===== config.mk =====
export PLATFORM = sky130hd
export DESIGN_NAME = ind_reg_bridge
export DESIGN_NICKNAME = d
export VERILOG_FILES = /design/src/rtl/ind_reg_bridge.sv
export SDC_FILE = /design/constraint.sdc
export NUM_CORES = 1
export LEC_CHECK = 0
export ABC_AREA = 1
export CAP_MARGIN = 0
export CORE_MARGIN = 2
export CORE_UTILIZATION = 30
export DETAILED_ROUTE_END_ITERATION = 7
export GPL_TIMING_DRIVEN = 0
export PLACE_DENSITY = 0.69
export SLEW_MARGIN = 20
export SYNTH_ARGS = -nofsm -noshare
export SYNTH_HDL_FRONTEND = slang
export SYNTH_SLANG_ARGS = --single-unit
export TNS_END_PERCENT = 50

===== constraint.sdc =====
create_clock -name clk -period 2.1 [get_ports clk]
set_input_delay 0.63 -clock clk [delete_from_list [all_inputs] [get_ports clk]]
set_output_delay 0.63 -clock clk [all_outputs]
set_load 0.01 [all_outputs]

===== src/rtl/ind_reg_bridge.sv =====
module ind_reg_bridge #(
  parameter int WA_W          = 8,
  parameter int DW            = 32,
  parameter int HA_W          = 6,
  parameter bit CAP_LSB_FIRST = 1'b0,
  parameter int CAP_XFER_BITS = 32,
  parameter int CAP_NUM_CS    = 1,
  parameter bit CAP_CPOL      = 1'b0,
  parameter bit CAP_CPHA      = 1'b0,
  parameter int CAP_SCLK      = 0,
  parameter int CAP_PERIPH_ID = 0
) (
  input  logic            clk,
  input  logic            rst,
  input  logic            host_we,
  input  logic [HA_W-1:0] host_addr,
  input  logic [63:0]     host_wdata,
  output logic [63:0]     host_rdata,
  output logic            dn_req_valid,
  input  logic            dn_req_ready,
  output logic [WA_W-1:0] dn_req_addr,
  output logic            dn_req_write,
  output logic [DW-1:0]   dn_req_wdata,
  input  logic            dn_ack,
  input  logic [DW-1:0]   dn_ack_rdata
);
  localparam logic [HA_W-1:0] OFS_CAP  = HA_W'(8'h08);
  localparam logic [HA_W-1:0] OFS_CMD  = HA_W'(8'h10);
  localparam logic [HA_W-1:0] OFS_RDAT = HA_W'(8'h18);
  localparam logic [HA_W-1:0] OFS_WDAT = HA_W'(8'h20);
  localparam int BIT_WR = 8;
  localparam int BIT_RD = 9;
  localparam logic [63:0] CAP_WORD = {16'd0, 16'(CAP_PERIPH_ID), 10'(CAP_SCLK), 6'd0,
                                      CAP_CPHA, CAP_CPOL, 6'(CAP_NUM_CS),
                                      6'(CAP_XFER_BITS), CAP_LSB_FIRST, 1'b0};

  typedef enum logic [1:0] {PH_IDLE, PH_REQ, PH_WAIT} phase_t;

  phase_t          ph_q;
  logic            wr_busy_q, rd_busy_q;
  logic [WA_W-1:0] addr_q;
  logic [DW-1:0]   wdata_q, rdata_q;

  wire idle    = (ph_q == PH_IDLE);
  wire cmd_hit = host_we && host_addr == OFS_CMD;
  wire wd_hit  = host_we && host_addr == OFS_WDAT;
  wire go_rd   = host_wdata[BIT_RD];
  wire go_wr   = host_wdata[BIT_WR] && !host_wdata[BIT_RD];
  wire done    = (ph_q == PH_WAIT) && dn_ack;

  logic unused_hi;
  assign unused_hi = ^host_wdata[63:32];

  always_ff @(posedge clk) begin
    if (rst) begin
      ph_q      <= PH_IDLE;
      wr_busy_q <= 1'b0;
      rd_busy_q <= 1'b0;
      addr_q    <= '0;
      wdata_q   <= '0;
      rdata_q   <= '0;
    end else begin
      if (idle && wd_hit) wdata_q <= host_wdata[DW-1:0];
      if (idle && cmd_hit) begin
        addr_q <= host_wdata[WA_W-1:0];
        if (go_rd || go_wr) begin
          ph_q      <= PH_REQ;
          rd_busy_q <= go_rd;
          wr_busy_q <= go_wr;
        end
      end
      if (ph_q == PH_REQ && dn_req_ready) ph_q <= PH_WAIT;
      if (done) begin
        ph_q      <= PH_IDLE;
        wr_busy_q <= 1'b0;
        rd_busy_q <= 1'b0;
        if (rd_busy_q) rdata_q <= dn_ack_rdata;
      end
    end
  end

  assign dn_req_valid = (ph_q == PH_REQ);
  assign dn_req_addr  = addr_q;
  assign dn_req_write = wr_busy_q;
  assign dn_req_wdata = wdata_q;

  always_comb begin
    case (host_addr)
      OFS_CAP:  host_rdata = CAP_WORD;
      OFS_CMD:  host_rdata = 64'({rd_busy_q, wr_busy_q}) << BIT_WR | 64'(addr_q);
      OFS_RDAT: host_rdata = 64'(rdata_q);
      OFS_WDAT: host_rdata = 64'(wdata_q);
      default:  host_rdata = '0;
    endcase
  end

  a_r1_no_req_after_reset: assert property (@(posedge clk) rst |=> !dn_req_valid);
  a_r5_one_kind: assert property (@(posedge clk) disable iff (rst) !(rd_busy_q && wr_busy_q));
  a_r6_hold_req: assert property (@(posedge clk) disable iff (rst)
    dn_req_valid && !dn_req_ready |=> dn_req_valid && $stable(dn_req_addr)
                                      && $stable(dn_req_write) && $stable(dn_req_wdata));
  a_r6_drop_req: assert property (@(posedge clk) disable iff (rst)
    dn_req_valid && dn_req_ready |=> !dn_req_valid);
  a_r7_busy_until_ack: assert property (@(posedge clk) disable iff (rst)
    (rd_busy_q || wr_busy_q) && !dn_ack |=> (rd_busy_q || wr_busy_q));
  a_r8_result_hold: assert property (@(posedge clk) disable iff (rst)
    !(dn_ack && rd_busy_q) |=> $stable(rdata_q));
  a_r9_cmd_ignored: assert property (@(posedge clk) disable iff (rst)
    (rd_busy_q || wr_busy_q) && host_we |=> $stable(addr_q) && $stable(wdata_q));
endmodule


Word level (Yosys, flattened, before mapping)
Cells that the tools add are included.

Memory bits (read-only): 0. Register bits after elaboration: 76. Input bits: 107. Logic and storage cells: 35. Memories: 0. Bits in latches: 0. Bits in writable memories: 0.

Add/sub/neg operators: 0. Shift-type cells: 0. Div/mod/pow operators: 0. Multipliers: 0. Order comparisons: 0. Multiplexer cells: 4. Bitwise operators: 1. Reductions and logical operators: 17. Equal/unequal tests: 6.

Operators with widths (count): 32-bit one-hot mux with 4 select lines (1); 6-bit by 5-bit equality test with 1-bit output, second input constant (2); 10-bit by 8-bit OR with 10-bit output (1); 1-bit logical AND (7); 6-bit by 4-bit equality test with 1-bit output, second input constant (1); 6-bit equality test, second input constant (1); 2-bit 2-to-1 mux (3); 2-bit AND reduction (3); 2-bit nonzero test (2); 3-bit OR reduction (1); 2-bit by 1-bit equality test with 1-bit output, second input constant (1); 2-bit equality test, second input constant (1); 2-bit logical NOT (1); 2-bit OR reduction (1); 1-bit logical NOT (1); 1-bit logical OR (1).

Logic depth before layout (Yosys ltp)
Word-level depth: 6. Mapped depth: 8. Gate-level depth less buffers: 7.

Worst setup path before layout
OpenSTA, ideal clock, no wires.

Path type: in2out. Start: input host_addr[1]. End: output host_rdata[10]. Required time: 1.470 ns. Setup slack: 0.003 ns. Data arrival time: 1.467 ns. Stages on the path: 6. Path through: nor2_4 nand2_1 nor2_1 nand2_1 buf_2 o22ai_1.

Word-level cells in the longest chain between the ends: 2. Elaborated cells between the ends (all ways): 5.

RTL lines: start: declaration (RTL line 16) `input logic [HA_W-1:0] host_addr,`; 6-bit equality test, or another cell as far along (RTL line 88) `case (host_addr)`; 32-bit one-hot mux with 4 select lines (*) (RTL line 88); end: declaration (RTL line 18) `output logic [63:0] host_rdata,`.

Mark *: on every way between the ends. The rest lies on a longest branch, timed or not.

Worst setup path after layout
Start: input host_addr[1]. End: output host_rdata[15].

The elaborated chain is that of the path after synthesis.

==> metrics.md <==
| Metric | Value |
|---|---|
| Crit path max fanout | 5 |
| Clk_skew | 5.18 ps |
| Max-Slew Margin vs Limit | 0.545 |
| Fraction of layout cells with a size suffix above 1 | 0.257 |
| Worst-path cell chain | buf_6 > nor2_4 > buf_6 > buf_6 > nand3_4 > buf_6 > buf_6 > o22ai_2 > buf_2 |
| Number of diodes | 0 |
| Ys Warns | 0 |
| WP data arrival | 1770 ps |
| Worst vdd ir | 0.436 mV |
| Hold slack | 462 ps |
| Status | finished, violations left |
| CP max-delay cell | buf_6 |
| R2r startpoint | ph_q[1]$_SDFFE_PP0P_ |
| Area Growth Syn to Fin | 77.8% |
| Area contributors post-synth | dfxtp_1 (44%), nor2_1 (9.4%), buf_4 (8.3%) |
| Fin crit share | 1.14 |
| DP Area | 5230 um^2 |
| Final Wtd Congestion | 0.885 |
| Die Span Y | 111 um |
| Port Buf Inserts | 148 |
| Endpoint type of the worst setup path | output port |
| Final Hold Viols | 0 |
| Clk pin slew, worst setup/hold paths | 60 ps |
| Final WS setup | -296 ps |
| Crit. Startpoint | host_addr[1] |
| CP top delay family | buffers and inverters |
| Failing checks | negative setup slack |
| I/O pin cnt | 213 |
| Sequential area share after synthesis | 0.441 |
| Commonest register cell after synthesis | dfxtp_1 |
| DIE AREA | 12400 um^2 |
| Vias in the first global route | 3836 |
| # Max-Cap Violations | 0 |
| Core box area | 11300 um^2 |
| Die X | 111 um |
| Detail Route Antenna Nets | 0 |
| Overflow after GRT | 0 |
| Final instance area | 6130 um^2 |
| Levels on crit path | 9 |
| Vias | 3899 |
| Max Slew Vio Count | 0 |
| Critical Path Max Stage Delay | 160 ps |
| WL/cell | 15.2 um |
| Clock Tree Buf Depth | 2 |
| Root Driver | clkbuf_16 |
| Most frequent cell after synthesis | nor2_1 |
| Yosys cell types | 20 |
| CTS tree | yes |
| RSZ-0062 raised after global routing | true |
| Tightest Pin Transition | 682 ps |
| Hold Crit Depth | 2 |
| Min-delay worst type | flop to flop |
| Endpoints failing setup | 32 |
| Final Power | 3.41 mW |
| Top post-synthesis cells by count | nor2_1 (86), dfxtp_1 (76), inv_1 (51), buf_4 (38), nand2_1 (38) |
| Most numerous cell on the critical path | buf_6 |
| Final WL | 12700 um |
| DR iter-0 viols | 179 |
| CTS Sinks | 76 |
| FP Rows | 39 |
| DP Wirelength | 8840 um |
| Initial antenna violation count | 0 |
| Power Density | 556 nW/um^2 |
| Tmin final | 2400 ps |
| H-Tree Depth | 3 |
| WP buf/inv | 6 |
| Synth Register Bits | 76 |
| Total CTS buffers | 9 |
| Vias per cell | 4.66 |
| Setup CP Type | primary input to output port |
| Initial Util | 0.305 |
| Worst-Skew Late Latency | 330 ps |
| Avg Inst Size Synth | 7.22 um^2 |
| First-pass GRT wire length | 19600 um |
| Util after Layout | 0.542 |
| Top cell type's share of synthesized area | 0.441 |
| Cells after synthesis | 478 |
| Cells on worst reg2reg path | 6 |
| Fmax | 0.417 GHz |
| Drt pass-1 iters | 4 |
| Asr flop ratio synth | 0 |
| Nets | 795 |
| Number of flops mapped to enable cells by yosys | 0 |
| Leakage | 2.61 nW |
| Yosys top cell by area | dfxtp_1 |
| Remaining DRCs | 0 |
| # hold bufs at CTS | 0 |
| Hold path startpoint | rdata_q[16]$_SDFFE_PP0P_ |
| Total GRT Usage | 0.199 |
| Largest net degree at the start of global routing | 15 |
| Crit start category | primary input |
| Req. time, crit path | 1470 ps |
| Synth Cell Area | 3450 um^2 |
-- worst register-to-register path, stage by stage, from the launching register on --
cell and delay, ps:
dfxtp_1 340, nand2_1 60, nor2_1 180, nand2_1 230
clkbuf_1 320, o21ai_0 280, a21oi_1 70
-- power by group --
group / switching (mW) / internal (mW) / total (mW)
logic: 0.153 / 0.210 / 0.363
registers: 0.00490 / 1.45 / 1.45
clock network: 0.634 / 0.961 / 1.60
total: 0.793 / 2.62 / 3.41
-- layer usage --
layer	GRT usage	vias to the layer above	wire [um]
li1	-	1918	-
met1	0.236	1778	5230
met2	0.338	179	6160
met3	0.0662	24	1040
met4	0.0658	0	301
met5	0	-	0
-- worst paths after layout --
kind                              end  slack, ps
max                    host_rdata[15]       -300
min          rdata_q[16]$_SDFFE_PP0P_        460
max reg2reg  rdata_q[25]$_SDFFE_PP0P_        490
min reg2reg  rdata_q[16]$_SDFFE_PP0P_        460
-- cells in the final DEF, fill, tap and decap left out, types with 2 or more instances in the layout --
master	instances
clkbuf_1	12
o22ai_4	6
o22ai_2	15
clkinvlp_4	2
inv_2	2
nand3_4	4
nor2_1	83
clkdlybuf4s50_1	110
nand2_2	3
o21ai_1	31
buf_4	45
nand2_4	9
nand2_8	2
inv_1	51
nand4_1	10
clkinv_4	2
nand2_1	24
a21oi_1	36
clkbuf_16	9
dfxtp_1	76
buf_12	2
conb_1	32
buf_6	28
o211ai_1	3
buf_2	25
nand3_1	14
nand3_2	5
clkbuf_8	3
o21ai_0	32
nor2_4	8
-- repair_timing --
action | in CTS | in global routing
setup buffers | 17 | 2
pin swaps | 16 | 17
setup endpoints to repair | 32 | 65
resized for setup | 231 | 60
gates cloned | 5 | 0
-- state kept, by name (all words and copies together), names as in the netlist --
signal and flops:
dn_req_wdata 32, ph_q 2, dn_req_addr 8, dn_req_write 1, rd_busy_q 1, rdata_q 32
-- logic make-up after synthesis --
logic type,Yosys count,synth area share
and+or+nand+nor,162,0.200
DFF,76,0.441
other,1,0.00109
AOI/OAI and AO/OA,124,0.190
buffers and inverters,115,0.168
-- cell type report --
cell class,count,area [um^2]
clock inverters,6,71.3
flip-flops and latches,76,1520
fillers,1107,5190
repair buffers,169,1620
inverters,55,221
well taps,143,179
multi-input cells,319,1860
plain buffers,58,419
clock buffers,10,239
-- per-stage QoR --
step | std cells | TNS, ps | setup WS [ps]
floorplan | 509 | 0 | 3.07
global placement | 800 | -45830 | -1220
detailed placement | 800 | -50590 | -1310
CTS | 838 | -8980 | -311
global route | 836 | -9890 | -336
finish | 836 | -7990 | -296
(Power assumes the default switching activity.)
